===== config.mk =====
export PLATFORM = sky130hd
export DESIGN_NAME = lgc_seq
export DESIGN_NICKNAME = d
export VERILOG_FILES = /design/src/rtl/lgc_pkg.sv /design/src/rtl/lgc_settle.sv /design/src/rtl/lgc_div.sv /design/src/rtl/lgc_seq.sv
export SDC_FILE = /design/constraint.sdc
export NUM_CORES = 1
export LEC_CHECK = 0
export BUFFER_PORTS_ARGS = -buffer_cell sky130_fd_sc_hd__clkbuf_2
export CAP_MARGIN = 10
export CORE_MARGIN = 2
export CORE_UTILIZATION = 45
export DETAILED_ROUTE_END_ITERATION = 10
export SETUP_SLACK_MARGIN = 0.05
export SYNTH_ARGS = -nofsm -noshare
export SYNTH_HDL_FRONTEND = slang
export SYNTH_SLANG_ARGS = --single-unit

===== constraint.sdc =====
create_clock -name clk -period 5.7 [get_ports clk]
set_input_delay 1.14 -clock clk [delete_from_list [all_inputs] [get_ports clk]]
set_output_delay 1.14 -clock clk [all_outputs]
set_load 0.005 [all_outputs]

===== src/rtl/lgc_pkg.sv =====
package lgc_pkg;
    typedef enum logic [2:0] {
        ST_IDLE,
        ST_SET_LO,
        ST_MEAS_LO,
        ST_SET_HI,
        ST_MEAS_HI,
        ST_CHECK,
        ST_DIV,
        ST_DONE
    } lgc_state_e;
endpackage


===== src/rtl/lgc_settle.sv =====
module lgc_settle #(
    parameter int SET_W = 4
) (
    input  logic             clk,
    input  logic             rst_n,
    input  logic             run,
    input  logic [SET_W-1:0] len,
    output logic             expired
);
    logic [SET_W-1:0] cnt_d, cnt_q;

    always_comb begin
        expired = run && (cnt_q == len);
        if (!run)
            cnt_d = '0;
        else if (expired)
            cnt_d = cnt_q;
        else
            cnt_d = cnt_q + 1'b1;
    end

    always_ff @(posedge clk or negedge rst_n) begin
        if (!rst_n) cnt_q <= '0;
        else        cnt_q <= cnt_d;
    end
endmodule


===== src/rtl/lgc_div.sv =====
module lgc_div #(
    parameter int DW = 12,
    parameter int VW = 12
) (
    input  logic          clk,
    input  logic          rst_n,
    input  logic          go,
    input  logic [DW-1:0] dividend,
    input  logic [VW-1:0] divisor,
    output logic          fin,
    output logic [DW-1:0] quot
);
    localparam int CW = $clog2(DW + 1);

    typedef struct packed {
        logic          busy;
        logic          fin;
        logic [CW-1:0] cnt;
        logic [VW-1:0] rem;
        logic [DW-1:0] quo;
        logic [VW-1:0] dvs;
    } div_s;

    div_s d, q;
    logic [VW:0] trial;

    always_comb begin
        d     = q;
        d.fin = 1'b0;
        trial = {q.rem, q.quo[DW-1]};
        if (go) begin
            d.busy = 1'b1;
            d.cnt  = CW'(DW);
            d.rem  = '0;
            d.quo  = dividend;
            d.dvs  = divisor;
        end else if (q.busy) begin
            if (trial >= {1'b0, q.dvs}) begin
                d.rem = VW'(trial - {1'b0, q.dvs});
                d.quo = {q.quo[DW-2:0], 1'b1};
            end else begin
                d.rem = trial[VW-1:0];
                d.quo = {q.quo[DW-2:0], 1'b0};
            end
            d.cnt = q.cnt - 1'b1;
            if (q.cnt == CW'(1)) begin
                d.busy = 1'b0;
                d.fin  = 1'b1;
            end
        end
    end

    always_ff @(posedge clk or negedge rst_n) begin
        if (!rst_n) q <= '0;
        else        q <= d;
    end

    assign fin  = q.fin;
    assign quot = q.quo;
endmodule


===== src/rtl/lgc_seq.sv =====
module lgc_seq #(
    parameter int CNT_W     = 12,
    parameter int N_W       = 8,
    parameter int SCALE_SH  = 4,
    parameter int SET_W     = 4,
    parameter int CODE_W    = 6,
    parameter int INIT_CODE = 16
) (
    input  logic              clk,
    input  logic              rst_n,
    input  logic              start,
    input  logic [N_W-1:0]    div_n,
    input  logic [SET_W-1:0]  settle_len,
    input  logic [CNT_W-1:0]  cnt_in,
    input  logic              cnt_valid,
    output logic              vt_lo_sel,
    output logic              vt_hi_sel,
    output logic              meas_req,
    output logic [CODE_W-1:0] cp_code,
    output logic              loop_close,
    output logic              done,
    output logic              err
);
    import lgc_pkg::*;

    localparam int QW       = N_W + SCALE_SH;
    localparam int CODE_MAX = (1 << CODE_W) - 1;

    typedef struct packed {
        lgc_state_e        st;
        logic [N_W-1:0]    n;
        logic [CNT_W-1:0]  lo;
        logic [CNT_W-1:0]  hi;
        logic [CODE_W-1:0] code;
        logic              err;
        logic              div_go;
    } seq_s;

    seq_s d, q;

    logic             settle_run, settle_exp;
    logic [CNT_W:0]   diff;
    logic             diff_bad;
    logic [QW-1:0]    dividend, quot;
    logic             div_fin;
    logic [CODE_W-1:0] code_lim;

    assign settle_run = (q.st == ST_SET_LO) || (q.st == ST_SET_HI);

    lgc_settle #(.SET_W(SET_W)) u_settle (
        .clk     (clk),
        .rst_n   (rst_n),
        .run     (settle_run),
        .len     (settle_len),
        .expired (settle_exp)
    );

    assign diff     = {1'b0, q.hi} - {1'b0, q.lo};
    assign diff_bad = diff[CNT_W] || (diff == '0);
    assign dividend = QW'(q.n) << SCALE_SH;

    lgc_div #(.DW(QW), .VW(CNT_W)) u_div (
        .clk      (clk),
        .rst_n    (rst_n),
        .go       (q.div_go),
        .dividend (dividend),
        .divisor  (diff[CNT_W-1:0]),
        .fin      (div_fin),
        .quot     (quot)
    );

    always_comb begin
        if (quot == '0)
            code_lim = CODE_W'(1);
        else if (quot > QW'(CODE_MAX))
            code_lim = CODE_W'(CODE_MAX);
        else
            code_lim = quot[CODE_W-1:0];
    end

    always_comb begin
        d        = q;
        d.div_go = 1'b0;
        case (q.st)
            ST_IDLE, ST_DONE: begin
                if (start) begin
                    d.st   = ST_SET_LO;
                    d.n    = div_n;
                    d.code = CODE_W'(INIT_CODE);
                    d.err  = 1'b0;
                end
            end
            ST_SET_LO:  if (settle_exp) d.st = ST_MEAS_LO;
            ST_MEAS_LO: begin
                if (cnt_valid) begin
                    d.lo = cnt_in;
                    d.st = ST_SET_HI;
                end
            end
            ST_SET_HI:  if (settle_exp) d.st = ST_MEAS_HI;
            ST_MEAS_HI: begin
                if (cnt_valid) begin
                    d.hi = cnt_in;
                    d.st = ST_CHECK;
                end
            end
            ST_CHECK: begin
                if (diff_bad) begin
                    d.err = 1'b1;
                    d.st  = ST_DONE;
                end else begin
                    d.div_go = 1'b1;
                    d.st     = ST_DIV;
                end
            end
            ST_DIV: begin
                if (div_fin) begin
                    d.code = code_lim;
                    d.st   = ST_DONE;
                end
            end
            default: d.st = ST_IDLE;
        endcase
    end

    always_ff @(posedge clk or negedge rst_n) begin
        if (!rst_n) begin
            q      <= '0;
            q.st   <= ST_IDLE;
            q.code <= CODE_W'(INIT_CODE);
        end else begin
            q <= d;
        end
    end

    assign vt_lo_sel  = (q.st == ST_SET_LO) || (q.st == ST_MEAS_LO);
    assign vt_hi_sel  = (q.st == ST_SET_HI) || (q.st == ST_MEAS_HI);
    assign meas_req   = (q.st == ST_MEAS_LO) || (q.st == ST_MEAS_HI);
    assign cp_code    = q.code;
    assign loop_close = (q.st == ST_DONE);
    assign done       = (q.st == ST_DONE);
    assign err        = q.err;
endmodule


==> impl_metrics.csv <==
group,metric,value,unit
clock_network,cts_buffers,9,
floorplan,die_w,111,µm
placed_design,dpl_cell_area,0.00538,mm²
power,ir_drop,0.329,mV
grt,grt_antenna_before_repair,0,
floorplan,design.die.area,0.0122,mm²
clock_network,cts_setup_buffers,0,
detailed_routing,routed_wl,9960,µm
floorplan,initial_core_util,0.467,
placed_design,dpl.hpwl,7230,µm
logic_synthesis,synthCells,535,
detailed_routing,antenna_left,0,
job,drv_cap,0,
clock_network,clk_path_buf_depth,2,
floorplan,rows,38,
sta,tns,0,ns
floorplan,fp.coreArea,0.0109,mm²
logic_synthesis,netlist_top_cells_count,"dfrtp_1, nor2_1, nand2_1",
grt,track_usage,0.178,
critical_path,critical_path_arrival,3.31,ns
logic_synthesis,synth_top_area_cell,"dfrtp_1",
sta,worstMarginPinSlew,1.19,ns
min_path,holdCritPathClass,"flip-flop to flip-flop",
layout,design_area,0.00570,mm²
sta,slew_headroom,0.199,
status,status,"finished clean",
critical_path,path_buf_inv,1,
detailed_routing,wire_per_inst,14.1,µm
logic_synthesis,yosysMostFrequentCell,"dfrtp_1",
sta,finClkSkew,0.00907,ns
placed_design,place_congestion,0.823,
critical_path,crit_chain,"inv_1 > ha_1 > nor2b_1 > o31a_2 > o31ai_4 > a31o_2 > o41ai_4 > mux2_2 > a211oi_1",
power,finalPower,3830,µW
logic_synthesis,synth.ff_latch_count,89,
sta,timing.hold.ws,0.480,ns
clock_network,hold_buffers,0,
critical_path,critPathCaptureType,"flip-flop",
clock_network,clk_pin_slew_worst_paths,0.07,ns
grt,grt_pass1_wl,18000,µm
grt,gr-total-overflow,0,
clock_network,cts-resized-gates,0,
clock_network,cts_tree,"yes",
detailed_routing,drc,0,
power,p_sw_frac,0.423,
layout,utilization,0.521,
power,switchingPower,1620,µW
logic_synthesis,async_flop_share,1.00,
grt,use_met3,0.0274,
logic_synthesis,synth_edf_count,0,
sta,period_share,0.538,
clock_network,cts_sinks,89,
sta,rsz0062_at_grt,"no",
sta,period_needed,3.07,ns
placed_design,io_buffers,39,
detailed_routing,drt-pass1-iter-count,4,
power,p_int,2210,µW
layout,area_growth,11.6,%
critical_path,critPathKind,"flip-flop to flip-flop",
clock_network,cts_root_buffer,"clkbuf_16",
power,p_comb_frac,0.547,
layout,drive_gt1_frac,0.160,
power,pwr_density_cell,673,mW/mm²
sta,max_freq,0.326,GHz
sta,slew_violations,0,
logic_synthesis,yosysWarnings,0,
clock_network,htreeDepth,3,
sta,final_hold_viol_count,0,
detailed_routing,vias,3760,
detailed_routing,viasPerCell,5.31,
logic_synthesis,synth_top_cells_by_area,"dfrtp_1, ha_1, mux2_2",
grt,grt_start_max_net_pins,65,
power,leakage,0.00259,µW
logic_synthesis,synth_top_area_frac,0.431,
critical_path,crit_path_max_fanout,14,
sta,report.final.setup_viol,0,
power,p_clk_frac,0.162,
logic_synthesis,ys_seq_area_frac,0.436,
logic_synthesis,ys.flop_type,"dfrtp_1",
logic_synthesis,synthesis.nets,592,
layout,n_antenna_cell,0,
grt,met1_usage,0.245,
grt,grtUsageMet2,0.284,
critical_path,cpPeakStageDelay,0.82,ns
logic_synthesis,synth.distinct_cells,56,
layout,nets,620,
critical_path,cp.required,5.94,ns
critical_path,cp-start-kind,"flip-flop",
grt,grt.busiest_layer,"met2",
critical_path,cp_top_family,"compound AO/OA/AOI/OAI gates",
critical_path,cpMaxStageDelayCell,"o41ai_4",
detailed_routing,drt_iter0_drc,209,
clock_network,clk_latency,0.35,ns
logic_synthesis,synth_area,0.00511,mm²
floorplan,die_h,111,µm
logic_synthesis,syn_area_per_cell,9.54,µm²
floorplan,io_pins,40,
power,power_frac_seq,0.291,
grt,grt_pass1_vias,3849,
[final timing paths]
path | from | end | slack (ns) | cells after the start
hold reg to reg | cp_code[4] | cp_code[4] | 0.48 | 2
min in group asynchronous | rst_n | u_div.q[27] | 0.70 | 1
setup reg to reg | u_div.q[1] | u_div.q[25] | 2.63 | 9
max in group asynchronous | rst_n | q[16] | 3.89 | 2
hold / removal | cp_code[4] | cp_code[4] | 0.48 | 2
setup / recovery | u_div.q[1] | u_div.q[25] | 2.63 | 9
[metrics by stage]
stage / cells / setup slack (ns)
after global routing: 708 / 2.37
after global placement: 692 / 2.73
final: 708 / 2.63
after floorplan: 535 / 3.28
after CTS: 708 / 2.63
after detailed placement: 692 / 2.68
[flip-flops by register name, summed over array words and instances, names as in the netlist]
name	flops
u_settle.cnt_q	4
u_div.q	29
dividend	8
cp_code	6
q	28
err	1
u_div.fin	1
u_div.quot	12
[power groups by stage]
stage               Combinational [µW]  Sequential, µW  Clock [µW]
finish                            2100            1120         622
global placement                  2060            1120           0
CTS                               2110            1120         635
detailed placement                2100            1130           0
floorplan                         1750            1040           0
global route                      2400            1160         662
[cell usage in the layout, fill, tap and decap left out, types with 10 or more instances in the layout]
cell	count
a21oi_1	25
clkbuf_2	38
dfrtp_1	88
ha_1	27
inv_1	41
mux2_2	23
mux2i_1	25
nand2_1	50
nor2_1	54
nor3_1	10
o21a_1	13
o21ai_0	45
xnor2_1	14
[logic make-up after synthesis]
kind of cell	synth area share
and+or+nand+nor	0.130
adders and majority gates	0.0740
AOI/OAI and AO/OA	0.168
xor gates and xnor gates	0.0360
muxes	0.0997
DFF	0.436
buffers and inverters	0.0559
[area by class of cell]
type / count / area [µm²]
Fill cell: 1030 / 5240
Multi-Input combinational cell: 379 / 2600
Sequential cell: 89 / 2230
Clock buffer: 11 / 253
Timing Repair Buffer: 43 / 228
Tap cell: 140 / 175
Inverter: 41 / 154
Clock inverter: 5 / 62.6
[layer usage]
layer	part of all wire	wire, µm
met2	0.45	4520
met3	0.023	230
met4	0.018	177
met5	0	0
met1	0.51	5030
[worst reg2reg max path, stage by stage (launching register included)]
cell and delay [ns]:
dfrtp_1 0.37, inv_1 0.08, ha_1 0.29, nor2b_1 0.22, o31a_2 0.20, o31ai_4 0.08
a31o_2 0.25, o41ai_4 0.82, mux2_2 0.42, a211oi_1 0.23
Power figures use the tool's default switching activity.
